$ cat src/rtl/cblk_pkg.sv
package cblk_pkg;
  typedef enum logic [1:0] {
    SZC_ZERO    = 2'b00,
    SZC_QUARTER = 2'b01,
    SZC_HALF    = 2'b10,
    SZC_FULL    = 2'b11
  } size_code_e;
endpackage

$ cat src/rtl/cblk_size_decode.sv
module cblk_size_decode #(
  parameter int BLK_BYTES = 64,
  parameter int LEN_W     = $clog2(BLK_BYTES + 1)
) (
  input  logic [1:0]       code,
  output logic [LEN_W-1:0] len
);
  import cblk_pkg::*;
  localparam logic [LEN_W-1:0] FULL_LEN = LEN_W'(BLK_BYTES);

  always_comb begin
    unique case (size_code_e'(code))
      SZC_ZERO:    len = '0;
      SZC_QUARTER: len = FULL_LEN >> 2;
      SZC_HALF:    len = FULL_LEN >> 1;
      default:     len = FULL_LEN;
    endcase
  end
endmodule

$ cat src/rtl/cblk_prefix_sum.sv
module cblk_prefix_sum #(
  parameter int BLOCKS    = 64,
  parameter int SUBPAGES  = 2,
  parameter int BLK_BYTES = 64,
  parameter int LEN_W     = $clog2(BLK_BYTES + 1),
  parameter int IDX_W     = $clog2(BLOCKS),
  parameter int PS_W      = $clog2((BLOCKS / SUBPAGES) * BLK_BYTES + 1)
) (
  input  logic [2*BLOCKS-1:0] size_vec,
  input  logic [IDX_W-1:0]    idx,
  output logic [PS_W-1:0]     prefix,
  output logic [LEN_W-1:0]    own_len,
  output logic                own_zero
);
  localparam int SUB_BLKS = BLOCKS / SUBPAGES;

  logic [LEN_W-1:0] blk_len [BLOCKS];

  for (genvar j = 0; j < BLOCKS; j++) begin : g_dec
    cblk_size_decode #(.BLK_BYTES(BLK_BYTES), .LEN_W(LEN_W)) i_dec (
      .code (size_vec[2*j +: 2]),
      .len  (blk_len[j])
    );
  end

  always_comb begin
    int tgt;
    int tgt_sub;
    prefix  = '0;
    tgt     = int'(idx);
    tgt_sub = tgt / SUB_BLKS;
    for (int j = 0; j < BLOCKS; j++) begin
      if ((j / SUB_BLKS) == tgt_sub && j < tgt)
        prefix = prefix + PS_W'(blk_len[j]);
    end
  end

  assign own_len  = blk_len[idx];
  assign own_zero = (size_vec[2*idx +: 2] == 2'b00);
endmodule

$ cat src/rtl/cblk_rsp_stage.sv
module cblk_rsp_stage #(
  parameter int OFF_W     = 13,
  parameter int LEN_W     = 7,
  parameter int BLK_BYTES = 64
) (
  input  logic             clk,
  input  logic             rst_n,
  input  logic             in_valid,
  output logic             in_ready,
  input  logic [OFF_W-1:0] in_offset,
  input  logic [LEN_W-1:0] in_len,
  input  logic             in_zero,
  output logic             out_valid,
  input  logic             out_ready,
  output logic [OFF_W-1:0] out_offset,
  output logic [LEN_W-1:0] out_len,
  output logic             out_zero
);
  assign in_ready = !out_valid || out_ready;

  always_ff @(posedge clk or negedge rst_n) begin
    if (!rst_n) begin
      out_valid  <= 1'b0;
      out_offset <= '0;
      out_len    <= '0;
      out_zero   <= 1'b0;
    end else if (in_ready) begin
      out_valid <= in_valid;
      if (in_valid) begin
        out_offset <= in_offset;
        out_len    <= in_len;
        out_zero   <= in_zero;
      end
    end
  end

  a_r6_accept_gives_valid: assert property (@(posedge clk) disable iff (!rst_n)
    (in_valid && in_ready) |=> out_valid);

  a_r7_hold_when_stalled: assert property (@(posedge clk) disable iff (!rst_n)
    (out_valid && !out_ready) |=> (out_valid && $stable(out_offset)
                                   && $stable(out_len) && $stable(out_zero)));

  a_r7_no_accept_when_stalled: assert property (@(posedge clk) disable iff (!rst_n)
    (out_valid && !out_ready) |-> !in_ready);

  a_r5_zero_means_empty: assert property (@(posedge clk) disable iff (!rst_n)
    (out_valid && out_zero) |-> (out_len == '0));

  a_r1_len_bounded: assert property (@(posedge clk) disable iff (!rst_n)
    out_valid |-> (out_len <= LEN_W'(BLK_BYTES)));
endmodule

$ cat src/rtl/cblk_addr_calc.sv
module cblk_addr_calc #(
  parameter int ADDR_W    = 32,
  parameter int BLOCKS    = 64,
  parameter int SUBPAGES  = 2,
  parameter int BLK_BYTES = 64,
  parameter int OFF_W     = $clog2(BLOCKS * BLK_BYTES) + 1,
  parameter int LEN_W     = $clog2(BLK_BYTES + 1)
) (
  input  logic                       clk,
  input  logic                       rst_n,
  input  logic                       req_valid,
  output logic                       req_ready,
  input  logic [ADDR_W-1:0]          req_addr,
  input  logic [2*BLOCKS-1:0]        req_size_vec,
  input  logic [SUBPAGES*OFF_W-1:0]  req_sub_base,
  output logic                       rsp_valid,
  input  logic                       rsp_ready,
  output logic [OFF_W-1:0]           rsp_offset,
  output logic [LEN_W-1:0]           rsp_len,
  output logic                       rsp_zero
);
  localparam int IDX_W    = $clog2(BLOCKS);
  localparam int BOFF_W   = $clog2(BLK_BYTES);
  localparam int SUB_BLKS = BLOCKS / SUBPAGES;
  localparam int SUB_W    = (SUBPAGES > 1) ? $clog2(SUBPAGES) : 1;
  localparam int PS_W     = $clog2(SUB_BLKS * BLK_BYTES + 1);

  logic [IDX_W-1:0] blk_idx;
  logic [SUB_W-1:0] sub_sel;
  logic [OFF_W-1:0] sub_base;
  logic [PS_W-1:0]  prefix;
  logic [LEN_W-1:0] own_len;
  logic             own_zero;
  logic [OFF_W-1:0] calc_offset;
  logic             unused_addr_bits;

  assign blk_idx          = req_addr[BOFF_W +: IDX_W];
  assign unused_addr_bits = ^{req_addr[BOFF_W-1:0], req_addr[ADDR_W-1:BOFF_W+IDX_W]};
  assign sub_sel          = SUB_W'(int'(blk_idx) / SUB_BLKS);
  assign sub_base         = req_sub_base[int'(sub_sel)*OFF_W +: OFF_W];

  cblk_prefix_sum #(
    .BLOCKS(BLOCKS), .SUBPAGES(SUBPAGES), .BLK_BYTES(BLK_BYTES),
    .LEN_W(LEN_W), .IDX_W(IDX_W), .PS_W(PS_W)
  ) i_psum (
    .size_vec (req_size_vec),
    .idx      (blk_idx),
    .prefix   (prefix),
    .own_len  (own_len),
    .own_zero (own_zero)
  );

  assign calc_offset = sub_base + OFF_W'(prefix);

  cblk_rsp_stage #(.OFF_W(OFF_W), .LEN_W(LEN_W), .BLK_BYTES(BLK_BYTES)) i_stage (
    .clk        (clk),
    .rst_n      (rst_n),
    .in_valid   (req_valid),
    .in_ready   (req_ready),
    .in_offset  (calc_offset),
    .in_len     (own_len),
    .in_zero    (own_zero),
    .out_valid  (rsp_valid),
    .out_ready  (rsp_ready),
    .out_offset (rsp_offset),
    .out_len    (rsp_len),
    .out_zero   (rsp_zero)
  );

  a_r4_first_block_gets_base: assert property (@(posedge clk) disable iff (!rst_n)
    (req_valid && req_ready && (int'(blk_idx) % SUB_BLKS == 0))
      |=> (rsp_offset == $past(sub_base)));

  a_r3_offset_not_below_base: assert property (@(posedge clk) disable iff (!rst_n)
    (req_valid && req_ready) |=> (rsp_offset >= $past(sub_base)));

  a_r8_idle_ready: assert property (@(posedge clk) disable iff (!rst_n)
    !rsp_valid |-> req_ready);
endmodule

$ cat config.mk
export PLATFORM = sky130hd
export DESIGN_NAME = cblk_addr_calc
export DESIGN_NICKNAME = d
export VERILOG_FILES = /design/src/rtl/cblk_pkg.sv /design/src/rtl/cblk_size_decode.sv /design/src/rtl/cblk_prefix_sum.sv /design/src/rtl/cblk_rsp_stage.sv /design/src/rtl/cblk_addr_calc.sv
export SDC_FILE = /design/constraint.sdc
export NUM_CORES = 1
export LEC_CHECK = 0
export BUFFER_PORTS_ARGS = -buffer_cell sky130_fd_sc_hd__buf_2
export CORE_ASPECT_RATIO = 0.5
export CORE_MARGIN = 4
export CORE_UTILIZATION = 65
export CTS_BUF_LIST = sky130_fd_sc_hd__clkbuf_16
export DETAILED_ROUTE_END_ITERATION = 7
export PLACE_DENSITY = 0.85
export SLEW_MARGIN = 20
export SYNTH_ARGS = -nofsm -noshare
export SYNTH_HDL_FRONTEND = slang
export SYNTH_SLANG_ARGS = --single-unit
export TNS_END_PERCENT = 20
$ cat constraint.sdc
create_clock -name clk -period 1.8 [get_ports clk]
set_input_delay 0 -clock clk [delete_from_list [all_inputs] [get_ports clk]]
set_output_delay 0 -clock clk [all_outputs]
set_load 0.02 [all_outputs]
==> metrics.md, run 1 <==
| Metric | Value |
|---|---|
| Detailed-placement wirelength estimate | 95900 um |
| I/O pin count | 213 |
| Cts repair resizes | between 100 and 150 |
| Stop err | [ERROR DPL-0038] Utilization greater than 100%, impossible to legalize |
| Ys async rst share | 1.00 |
| Initial Utilization | 0.671 |
| Setup repair bufs after CTS | 100 |
| Ys flop type | dfrtp_1 |
| Die Y-Extent | 137 um |
| DP Area | 0.0308 mm^2 |
| Outcome | stopped before the end |
| Sequential share of the synthesized area | 0.0209 |
| Max Root-Sink Buffers | 2 |
| Clk sinks | 18 |
| Routability-driven placement congestion ratio | a little over 1 |
| Syn. warnings | 0 |
| Synthesized cell area | 0.0216 mm^2 |
| Post-Syn Instances | a little under 3000 |
| Syn Area/Cell | 7.36 um^2 |
| CTS Root Cell | clkbuf_16 |
| Num CTS Buffers | 3 |
| Chip width | 266 um |
| Failing step | clock tree synthesis |
| Synthesized flop and latch total | 18 |
| Placement Rows | 46 |
| CTS Hold Bufs | 2 |
| H-tree Lvls | 1 |
| Port buffer count | approximately 180 |
| Synth cell types | 115 |
| Number of synthesized flops with an enable pin | 0 |
-- cells by family after synthesis --
kind of cell,count (synthesis),share of synthesized area
and+or+nand+nor,1134,0.260
AOI/OAI and AO/OA,736,0.219
buffers and inverters,322,0.0584
xor gates and xnor gates,302,0.162
adders and majority gates,258,0.170
muxes,161,0.109
DFF,18,0.0209
other,1,0.000174
-- synth_stat cells, types with 9 or more instances --
library cell / count / area (um^2)
o211ai_1: 17 / 128
ha_1: 192 / 2400
mux4_2: 55 / 1240
o31ai_1: 9 / 67.6
a211oi_1: 41 / 308
and2_1: 89 / 557
xor2_2: 12 / 195
fa_1: 61 / 1220
nand2b_1: 90 / 563
a21o_1: 73 / 548
xnor2_2: 19 / 309
nor2b_1: 129 / 807
o22ai_1: 12 / 75.1
xnor2_1: 155 / 1360
nand2_1: 272 / 1020
nor4b_1: 10 / 87.6
dfrtp_1: 18 / 450
mux2i_1: 73 / 731
and3_1: 16 / 100
nor2_1: 312 / 1170
o21ai_1: 11 / 55.1
xnor3_1: 15 / 338
o21ai_0: 175 / 876
nand3_1: 39 / 195
nor3b_1: 15 / 113
buf_1: 11 / 41.3
inv_1: 228 / 856
a21oi_1: 228 / 1140
o311ai_0: 10 / 87.6
or2_2: 15 / 93.8
xor2_1: 77 / 674
clkbuf_1: 63 / 236
nor3_1: 79 / 395
xnor2_4: 11 / 303
or3_1: 17 / 106
a31oi_1: 27 / 169
o21a_1: 21 / 158
buf_2: 9 / 45.0
mux2_2: 30 / 338
-- stage by stage --
stage                     setup slack (ns)  instances  hold slack, ns  TNS, ns  utilization
after floorplan                     -45.18       2935          -0.296  -392.16            -
after global placement              -44.69       4521         -0.0630  -392.79        0.959
after detailed placement            -50.58       4521         -0.0601  -443.14        0.959
==> run 2: changes to the inputs <==
--- a/config.mk
+++ b/config.mk
@@ -6,12 +6,10 @@
 export NUM_CORES = 1
 export LEC_CHECK = 0
 export BUFFER_PORTS_ARGS = -buffer_cell sky130_fd_sc_hd__buf_2
-export CORE_ASPECT_RATIO = 0.5
 export CORE_MARGIN = 4
-export CORE_UTILIZATION = 65
-export CTS_BUF_LIST = sky130_fd_sc_hd__clkbuf_16
+export CORE_UTILIZATION = 40
 export DETAILED_ROUTE_END_ITERATION = 7
-export PLACE_DENSITY = 0.85
+export PLACE_DENSITY_LB_ADDON = 0.15
 export SLEW_MARGIN = 20
 export SYNTH_ARGS = -nofsm -noshare
 export SYNTH_HDL_FRONTEND = slang
==> run 2 against run 1 <==
Against the previous run: the flow now finishes, with violations (setup timing); synthesized cell count unchanged; synthesized area unchanged.
==> metrics.md, run 2 <==
| Metric | Value |
|---|---|
| Outcome | complete, but fails checks |
| Violated checks | setup timing |
| Sequential share of the synthesized area | 0.0209 (unchanged) |
| Synth top area share | 0.111 (unchanged) |
| Setup violators final | 13 |
| R2R cell count | 5 |
| Slew margin rel. | 0.444 |
| Max Root-Sink Buffers | 2 (unchanged) |
| Critical path capture point type | flop |
| Final hold viol count | 0 |
| Residual DRC | 0 |
| Slowest stage cell, crit path | fa_2 |
| Syn Area/Cell | 7.36 um^2 (unchanged) |
| Number of synthesized flops with an enable pin | 0 (unchanged) |
| Core box area | 0.0530 mm^2 |
| Clk sinks | 18 (unchanged) |
| I/O pin count | 213 (unchanged) |
| Vias in the first global route | 26164 |
| Biggest register | i_stage.out_offset |
| Worst-Skew Late Latency | 0.25 ns |
| First-pass GRT wire length | 135000 um |
| Crit Path Max Fanout | 4 |
| Worst vdd ir | between 3 and 4 mV |
| CTS clk-pin slew, worst paths | approximately 0.050 ns |
| Most frequent cells in the layout | 1151 x buf_4, 303 x nor2_1, 265 x nand2_1, 221 x inv_1, 210 x a21oi_1 |
| Req. time, crit path | 1.93 ns |
| Total power | about 57 mW |
| Number of stages on the worst setup path | approximately 230 |
| Final Skew | 0.00137 ns |
| Vias/cell | approximately 5.3 |
| Utilization after layout | 0.613 |
| Synth top area cells | ha_1 11%, xnor2_1 6.3%, mux4_2 5.7% |
| Chip width | 240 um (-9.6%) |
| Final WS setup | -46.12 ns |
| Min cycle time layout | 47.92 ns |
| Initial Utilization | 0.407 (-0.263) |
| Grt total ovfl | 0 |
| Die Y-Extent | 240 um (+76%) |
| Min Hold Slack | 0.0520 ns |
| Worst setup SP type | input port |
| Syn. warnings | 0 (unchanged) |
| Synth cell types | 115 (unchanged) |
| WS Path Type | input port to flop |
| Non-Filler Instances | 4882 |
| Crit. Startpoint | req_addr[8] |
| Port buffer count | 182 (unchanged) |
| Hold/Removal Path Class | input port to flop |
| Largest register FFs | 13 |
| Most common library cells after synthesis | 312 x nor2_1, 272 x nand2_1, 228 x a21oi_1, 228 x inv_1, 192 x ha_1 |
| Placement Rows | 84 (+83%) |
| Drt first-iter violations | 1468 |
| Routability-driven placement congestion ratio | 0.975 (-5.9%) |
| Arrival @ worst endpoint | 48.05 ns |
| Commonest non-fill, non-tap cell in the layout | buf_4 |
| Initial antenna violation count | 3 |
| Num CTS Buffers | 3 (unchanged) |
| Max-slew violations | 0 |
| Lkg Pwr | 16.2 nW |
| Largest area contributor in the netlist | ha_1 |
| Hold Crit Depth | 3 |
| Proportion of layout cells with a drive suffix above 1 | 0.395 |
| Ys async rst share | 1.00 (unchanged) |
| Max Cap Viol | 0 |
| Fmax | 0.0209 GHz |
| Detailed-route via count | 26113 |
| Largest net degree at the start of global routing | 103 |
| Ys flop type | dfrtp_1 |
| Largest registers | i_stage.out_offset x13, i_stage.out_len x3 |
| Slowest stage delay, CP | 0.55 ns |
| P per Cell Area | between 1500 and 2000 mW/mm^2 |
| Detailed-placement wirelength estimate | 73400 um (-23%) |
| Final worst-path cycle share | 26.6 |
| Hold_sp | req_sub_base[0] |
| RSZ-0062 raised after global routing | true |
| Synthesized flop and latch total | 18 (unchanged) |
| Layout net count | 4637 |
| R2r setup slk | 0.49 ns |
| Most frequent CP cell | fa_1 |
| Crit path to | i_stage.out_offset[12]$_DFFE_PN0P_ |
| Slew @ Worst Pin | between 0.8 and 0.9 ns |
| Placed cells | 4820 (+6.6%) |
| R2r endpoint | i_stage.out_offset[1]$_DFFE_PN0P_ |
| Most common cell in the netlist | nor2_1 |
| CP top delay family | adder cells |
| Drt first pass iters | 5 |
| Die area | 0.0577 mm^2 |
| CTS Root Cell | clkbuf_16 |
| Post-Syn Instances | 2932 (unchanged) |
| Worst r2r src | i_stage.out_valid$_DFFE_PN0N_ |
| Final wirelength | 86000 um |
| Area grow syn2layout | 50.4% |
| Gr usage total | 0.288 |
| H-tree Lvls | 1 (unchanged) |
| Mean routed wirelength per cell | 17.6 um |
| CTS tree | done |
| Synthesized cell area | 0.0216 mm^2 (unchanged) |
| Antenna Violating Nets Remaining | 0 |
| Placement Setup Slack | -46.64 ns (+3.94 ns) |
| WP buf/inv | 37 |
-- run 2: power by group --
part / switching [mW] / internal [mW]
sequential: 0.0580 / 0.564
combinational: 25.7 / 30.6
clock: 0.142 / 0.338
total: 25.9 / 31.5
-- run 2: cells by family (layout without fill, tap and decap cells) --
logic type               after synthesis  in the layout  share of synthesized area
AND/OR/NAND/NOR                     1134           1134                      0.260
AO/OA/AOI/OAI                        736            736                      0.219
buffers and inverters                322           1580                     0.0584
XOR/XNOR                             302            302                      0.162
adder cells (fa/ha/maj)              258            258                      0.170
multiplexers                         161            161                      0.109
flip-flops                            18             18                     0.0209
other                                  1              5                   0.000174
-- run 2: final cells by class --
cell class	instances	area (um^2)
Inverter	230	866
Clock buffer	4	88.8
Tap cell	688	861
Fill cell	4917	20500
Multi-Input combinational cell	2595	20400
Timing Repair Buffer	1346	9810
Antenna cell	1	2.50
Sequential cell	18	450
-- run 2: timing repair --
action | in CTS | in global routing
pin swaps | 22 | 28
hold endpoints to repair | 19 | 0
buffers inserted | 35 | 20
gates resized for setup | 45 | 57
endpoints found under the setup margin | 13 | 13
hold buffers | 2 | 0
-- run 2: routing by layer --
metal / share of wire / track usage
met5: 0.00031 / 0
met4: 0.032 / 0.0780
met3: 0.058 / 0.0184
met2: 0.47 / 0.507
met1: 0.44 / 0.385
-- run 2: worst register-to-register path, cell delays in order, from the launching register on --
cell	delay, ns
dfrtp_1	0.37
nand2b_1	0.11
nand2_1	0.26
buf_4	0.30
nand2_1	0.07
o21ai_0	0.07
-- run 2: metrics by stage --
stage	area, um^2	TNS (ns)
floorplan	21800	-392.16
global placement	31500	-397.14
detailed placement	31500	-408.53
CTS	32100	-398.93
global route	32500	-422.31
finish	32500	-400.88
-- run 2: worst min-delay path by stage --
stage                                        end  slack, ns
6_report       i_stage.out_offset[0]$_DFFE_PN0P_       0.05
5_1_grt            i_stage.out_valid$_DFFE_PN0N_       0.10
4_1_cts        i_stage.out_offset[0]$_DFFE_PN0P_       0.05
3_5_place_dp   i_stage.out_offset[8]$_DFFE_PN0P_      -0.05
3_3_place_gp   i_stage.out_offset[8]$_DFFE_PN0P_      -0.06
2_1_floorplan     i_stage.out_len[4]$_DFFE_PN0P_      -0.30
Note: power is estimated with default switching activity, not from simulation.
==> run 3: changes to the inputs <==
--- a/config.mk
+++ b/config.mk
@@ -5,11 +5,13 @@
 export SDC_FILE = /design/constraint.sdc
 export NUM_CORES = 1
 export LEC_CHECK = 0
+export ABC_CLOCK_PERIOD_IN_PS = 1800
 export BUFFER_PORTS_ARGS = -buffer_cell sky130_fd_sc_hd__buf_2
 export CORE_MARGIN = 4
 export CORE_UTILIZATION = 40
 export DETAILED_ROUTE_END_ITERATION = 7
 export PLACE_DENSITY_LB_ADDON = 0.15
+export SKIP_LAST_GASP = 1
 export SLEW_MARGIN = 20
 export SYNTH_ARGS = -nofsm -noshare
 export SYNTH_HDL_FRONTEND = slang
==> run 3 against run 2 <==
Against the previous run: the flow still finishes with violations (setup timing); largest cell class unchanged; critical endpoint unchanged; highest routed layer unchanged; first-iteration DRC count grew 0.89%; die area is the same; fmax shrank 0.28%; utilization shrank 0.30 points; largest power group unchanged; register-to-register slack gained 0.02 ns; critical path depth is the same; design area shrank 0.48%; routed wire length is essentially flat; via count grew 0.36%.
==> metrics.md, run 3 (synthesis gave the netlist of run 2 again) <==
| Metric | Value |
|---|---|
| Antenna Violating Nets Remaining | 0 (unchanged) |
| Crit Path Max Fanout | 4 (unchanged) |
| CTS Root Cell | clkbuf_16 |
| Core box area | 0.0530 mm^2 (unchanged) |
| Largest registers | i_stage.out_offset x13, i_stage.out_len x3 |
| Drt first pass iters | 6 (+1) |
| Detailed-placement wirelength estimate | 73400 um (unchanged) |
| Met2 wire length | 40400 um (-0.54%) |
| Min cycle time layout | 48.05 ns (+0.133 ns) |
| Routed length on met3 | 4900 um (-2.4%) |
| Req. time, crit path | 1.93 ns (about the same) |
| Arrival @ worst endpoint | 48.18 ns (+0.13 ns) |
| H-tree Lvls | 1 (unchanged) |
| First-pass GRT wire length | 135000 um (-0.10%) |
| Commonest non-fill, non-tap cell in the layout | buf_4 |
| Worst vdd ir | 3.09 mV (about the same) |
| Slew margin rel. | 0.467 (+0.0232) |
| Proportion of layout cells with a drive suffix above 1 | 0.392 (-0.00305) |
| Routability-driven placement congestion ratio | 0.975 (unchanged) |
| Placement Rows | 84 (unchanged) |
| Hold/Removal Path Class | input port to flop |
| Max Root-Sink Buffers | 2 (unchanged) |
| P per Cell Area | 1770 mW/mm^2 (about the same) |
| Final WS setup | -46.25 ns (-0.133 ns) |
| CTS clk-pin slew, worst paths | 0.05 ns (about the same) |
| Setup violators final | 13 (unchanged) |
| Num CTS Buffers | 3 (unchanged) |
| Die Y-Extent | 240 um (unchanged) |
| Gr usage total | 0.288 (about the same) |
| Slowest stage cell, crit path | fa_2 |
| Residual DRC | 0 (unchanged) |
| Utilization after layout | 0.610 (-0.00295) |
| Chip width | 240 um (unchanged) |
| Mean routed wirelength per cell | 17.6 um (about the same) |
| Max Cap Viol | 0 (unchanged) |
| Fmax | 0.0208 GHz (-0.28%) |
| RSZ-0062 raised after global routing | true |
| Largest register FFs | 13 (unchanged) |
| Biggest register | i_stage.out_offset |
| Final Skew | 0.00242 ns (+0.00105 ns) |
| CP top delay family | adder cells |
| Area grow syn2layout | 49.7% |
| Vias in the first global route | 26168 (+0.015%) |
| Met1 WL | 37800 um (+0.55%) |
| Initial Utilization | 0.407 (unchanged) |
| Setup TNS Final | -404.49 ns (-3.61 ns) |
| Slowest stage delay, CP | 0.55 ns (about the same) |
| Drt first-iter violations | 1481 (+0.89%) |
| Worst-Skew Late Latency | 0.25 ns (about the same) |
| Slew @ Worst Pin | 0.794 ns (-0.0345 ns) |
| Layout net count | 4639 (+0.043%) |
| Lkg Pwr | 16.2 nW (-0.20%) |
| Worst setup SP type | input port |
| I/O pin count | 213 (unchanged) |
| Largest net degree at the start of global routing | 103 (unchanged) |
| Most frequent cells in the layout | 1160 x buf_4, 303 x nor2_1, 265 x nand2_1, 223 x inv_1, 212 x a21oi_1 |
| Most frequent CP cell | fa_1 |
| WS Path Type | input port to flop |
| Final hold viol count | 0 (unchanged) |
| Die area | 0.0577 mm^2 (unchanged) |
| Total power | 57.3 mW (-0.41%) |
| Placement Setup Slack | -46.64 ns (unchanged) |
| Vias/cell | 5.37 (+0.32%) |
| WP buf/inv | 37 (unchanged) |
| Grt total ovfl | 0 (unchanged) |
| Outcome | complete, but fails checks |
| Detailed-route via count | 26208 (+0.36%) |
| Highest Signal Layer | met5 |
| Initial antenna violation count | 3 (unchanged) |
| Final worst-path cycle share | 26.7 (+0.0736) |
| Port buffer count | 182 (unchanged) |
| Clk sinks | 18 (unchanged) |
| Max-slew violations | 0 (unchanged) |
| Final wirelength | 86100 um (about the same) |
| Min Hold Slack | 0.0509 ns (-0.00105 ns) |
| CTS tree | done |
| Violated checks | setup timing |
| Critical path capture point type | flop |
==> run 3: changes by cell type in the layout (fill, tap and decap cells not counted), moves of 2 or more <==
cell      change
a211oi_1      +2
a21oi_1       +2
a21oi_2       -2
buf_16        -3
buf_4         +9
buf_6         -2
buf_8         -2
inv_1         +2
inv_2         -2
o21ai_0       +2
o21ai_1       -2
==> run 3: repair_timing <==
action / CTS / global route
endpoints found under the setup margin: 13 / 13
hold buffers: 2 / 0
setup buffers: 35 / 22
hold endpoints to repair: 19 / 0
pin swaps: 15 / 25
gates resized for setup: 22 / 42
==> run 3: tightest hold or removal path, delay by kind of cell <==
kind	cells	cell delay [ns]
compound gates	1	0.14
buf+inv	1	0.08
mux	1	0.05
==> run 3: final cells by class <==
type | count | area, um^2
diodes | 1 | 2.50
clock buffers | 4 | 88.8
fillers | 4946 | 20700
inverters | 230 | 866
multi-input cells | 2595 | 20300
flip-flops and latches | 18 | 450
well taps | 688 | 861
repair buffers | 1348 | 9740
==> run 3: report_power, final <==
group / total, mW / internal, mW / switching, mW
combinational: 56.1 / 30.6 / 25.6
clock: 0.481 / 0.338 / 0.143
sequential: 0.622 / 0.564 / 0.0577
total: 57.3 / 31.5 / 25.8
==> run 3: through the flow <==
step	instances	area, um^2
after floorplan	2935	21800
after global placement	4820	31500
after CTS	4861	32000
after global routing	4884	32300
final	4884	32300
after detailed placement	4820	31500
==> run 3: final timing paths <==
path	end	slack (ns)	cells after the start	start
max	i_stage.out_offset[12]$_DFFE_PN0P_	-46.25	227	req_addr[8]
min	i_stage.out_offset[0]$_DFFE_PN0P_	0.05	3	req_sub_base[0]
max reg2reg	i_stage.out_offset[1]$_DFFE_PN0P_	0.51	5	i_stage.out_valid$_DFFE_PN0N_
min reg2reg	i_stage.out_offset[6]$_DFFE_PN0P_	0.47	2	i_stage.out_offset[6]$_DFFE_PN0P_
max in group asynchronous	i_stage.out_valid$_DFFE_PN0N_	1.31	2	rst_n
min in group asynchronous	i_stage.out_offset[8]$_DFFE_PN0P_	0.21	2	rst_n
==> run 3: routing by layer <==
| metal | GRT usage | vias up |
|---|---|---|
| li1 | - | 12834 |
| met1 | 0.384 | 12425 |
| met2 | 0.507 | 791 |
| met3 | 0.0184 | 154 |
| met4 | 0.0771 | 4 |
| met5 | 0 | - |
==> run 4: changes to the inputs <==
--- a/config.mk
+++ b/config.mk
@@ -9,6 +9,7 @@
 export BUFFER_PORTS_ARGS = -buffer_cell sky130_fd_sc_hd__buf_2
 export CORE_MARGIN = 4
 export CORE_UTILIZATION = 40
+export CTS_BUF_LIST = sky130_fd_sc_hd__clkbuf_2 sky130_fd_sc_hd__clkbuf_4 sky130_fd_sc_hd__clkbuf_8
 export DETAILED_ROUTE_END_ITERATION = 7
 export PLACE_DENSITY_LB_ADDON = 0.15
 export SKIP_LAST_GASP = 1
==> run 4 against run 3 <==
Against the previous run: the flow still finishes with violations (setup timing); cell count about the same; first-iteration DRC count up 4.4%; clock skew down 0.00081 ns; routed wire length about the same; design area about the same; flip-flop and latch count unchanged; critical path depth unchanged; largest cell class unchanged; highest routed layer unchanged.
==> metrics.md, run 4 (synthesis gave the netlist of run 2 again) <==
| Metric | Value |
|---|---|
| Outcome | complete, but fails checks |
| Violated checks | setup timing |
| Drt first pass iters | 5 (-1) |
| Worst setup SP type | input port |
| Fmax | 0.0208 GHz (about the same) |
| Final Skew | 0.00161 ns (-0.000813 ns) |
| Mean routed wirelength per cell | 17.6 um (about the same) |
| FF+latch area | 450 um^2 (unchanged) |
| Residual DRC | 0 (unchanged) |
| WS Path Type | input port to flop |
| I/O pin count | 213 (unchanged) |
| CTS clk-pin slew, worst paths | 0.07 ns (+0.02 ns) |
| Drt first-iter violations | 1546 (+4.4%) |
| RSZ-0062 raised after global routing | true |
| Largest registers | i_stage.out_offset x13, i_stage.out_len x3 |
| Min cycle time layout | 48.06 ns (+0.00190 ns) |
| Die Y-Extent | 240 um (unchanged) |
| P per Cell Area | 1770 mW/mm^2 (-0.12%) |
| Worst r2r src | i_stage.out_valid$_DFFE_PN0N_ |
| Gr usage total | 0.288 (+0.000290) |
| CTS Root Cell | clkbuf_8 |
| Slew margin rel. | 0.463 (-0.00398) |
| Die area | 0.0577 mm^2 (unchanged) |
| H-tree Lvls | 1 (unchanged) |
| Detailed-placement wirelength estimate | 73400 um (unchanged) |
| Min Hold Slack | 0.0347 ns (-0.0162 ns) |
| Met2 wire length | 40600 um (+0.52%) |
| Layout net count | 4639 (unchanged) |
| Placement Rows | 84 (unchanged) |
| Slowest stage cell, crit path | fa_2 |
| Placement Setup Slack | -46.64 ns (unchanged) |
| Routability-driven placement congestion ratio | 0.975 (unchanged) |
| Vias in the first global route | 26172 (+0.015%) |
| R2r endpoint | i_stage.out_offset[1]$_DFFE_PN0P_ |
| Final worst-path cycle share | 26.7 (about the same) |
| Routed length on met3 | 4750 um (-3.1%) |
| Max Root-Sink Buffers | 2 (unchanged) |
| Slew @ Worst Pin | 0.800 ns (+0.00592 ns) |
| Max-slew violations | 0 (unchanged) |
| Critical path capture point type | flop |
| Met1 WL | 37800 um (about the same) |
| Req. time, crit path | 1.95 ns (+0.02 ns) |
| Initial antenna violation count | 3 (unchanged) |
| First-pass GRT wire length | 135000 um (about the same) |
| Vias/cell | 5.36 (about the same) |
| Worst vdd ir | 3.09 mV (about the same) |
| Grt total ovfl | 0 (unchanged) |
| R2R cell count | 5 (unchanged) |
| Clk sinks | 18 (unchanged) |
| Filler instances | 4956 (+0.20%) |
| Chip width | 240 um (unchanged) |
| R2r setup slk | 0.51 ns (about the same) |
| Commonest non-fill, non-tap cell in the layout | buf_4 |
| Most frequent CP cell | fa_1 |
| Slowest stage delay, CP | 0.55 ns (about the same) |
| Utilization after layout | 0.609 (about the same) |
| Port buffer count | 182 (unchanged) |
| Num CTS Buffers | 3 (unchanged) |
| Final WS setup | -46.26 ns (-0.00190 ns) |
| Design Area, Final | 0.0323 mm^2 (about the same) |
| Largest register FFs | 13 (unchanged) |
| Initial Utilization | 0.407 (unchanged) |
| Antenna Violating Nets Remaining | 0 (unchanged) |
| Highest Signal Layer | met5 |
| Non-Filler Instances | 4885 (+0.020%) |
| Max Cap Viol | 0 (unchanged) |
| Proportion of layout cells with a drive suffix above 1 | 0.392 (unchanged) |
| Arrival @ worst endpoint | 48.20 ns (+0.02 ns) |
| Largest net degree at the start of global routing | 103 (unchanged) |
| Final wirelength | 86100 um (about the same) |
| CTS tree | done |
| Core box area | 0.0530 mm^2 (unchanged) |
| Detailed-route via count | 26199 (-0.034%) |
| Worst hold path endpoint | i_stage.out_offset[0]$_DFFE_PN0P_ |
| Most frequent cells in the layout | 1160 x buf_4, 303 x nor2_1, 265 x nand2_1, 223 x inv_1, 212 x a21oi_1 |
| Lkg Pwr | 16.2 nW (about the same) |
| Biggest register | i_stage.out_offset |
| Area of the multi-input gates | 0.0203 mm^2 (unchanged) |
| Area grow syn2layout | 49.5% (about the same) |
| Setup violators final | 13 (unchanged) |
| Final hold viol count | 0 (unchanged) |
| Placed cells | 4820 (unchanged) |
| Hold Crit Depth | 3 (unchanged) |
| Worst-Skew Late Latency | 0.26 ns (about the same) |
| DP Area | 0.0315 mm^2 (unchanged) |
| Hold_sp | req_sub_base[0] |
| Crit Path Max Fanout | 4 (unchanged) |
| Hold/Removal Path Class | input port to flop |
## run 4: cell count changes in the layout (fill, tap and decap cells not counted), sizes merged
cell,before,now
diode,1,2
## run 4: layout make-up
cell class                 instances  share of cell area
tap                              688              0.0267
multi-input combinational       2595               0.629
sequential                        18              0.0140
clock buffer                       4             0.00171
antenna                            2            0.000155
inverter                         230              0.0268
timing repair buffer            1348               0.302
## run 4: worst max path at each step
stage,from,to,depth (start not counted)
2_1_floorplan,req_addr[11],i_stage.out_offset[12]$_DFFE_PN0P_,231
3_3_place_gp,req_addr[8],i_stage.out_offset[12]$_DFFE_PN0P_,228
3_5_place_dp,req_addr[8],i_stage.out_offset[12]$_DFFE_PN0P_,228
4_1_cts,req_addr[8],i_stage.out_offset[12]$_DFFE_PN0P_,228
5_1_grt,req_addr[8],i_stage.out_offset[12]$_DFFE_PN0P_,226
6_report,req_addr[8],i_stage.out_offset[12]$_DFFE_PN0P_,227
## run 4: repair_timing
item,4_1_cts,5_1_grt
resized for setup,22,42
hold buffers,2,0
hold endpoints to repair,19,0
buffers inserted,35,22
pin swaps,15,25
endpoints found under the setup margin,13,13
## run 4: power by group
group	total, mW	internal, mW	switching [mW]	leakage (nW)
sequential	0.621	0.563	0.0578	0.220
clock	0.334	0.195	0.139	0.0288
combinational	56.2	30.6	25.6	15.9
## run 4: layer usage
metal | vias up | GRT usage
li1 | 12836 | -
met1 | 12437 | 0.384
met2 | 778 | 0.507
met3 | 144 | 0.0180
met4 | 4 | 0.0792
met5 | - | 0
## run 4: metrics by stage
stage                     power (mW)  setup TNS [ns]
after floorplan                 31.8         -392.16
after global placement          54.0         -397.14
after detailed placement        55.2         -408.53
after CTS                       56.4         -401.36
after global routing            61.8         -426.19
final                           57.1         -404.34
## run 4: critical path, delay by kind of cell
| family | cells | cell delay, ns |
|---|---|---|
| and+or+nand+nor | 59 | 6.38 |
| xor gates and xnor gates | 3 | 0.56 |
| AOI/OAI and AO/OA | 51 | 7.58 |
| adders and majority gates | 63 | 28.33 |
| buffers and inverters | 37 | 2.60 |
| muxes | 14 | 2.66 |
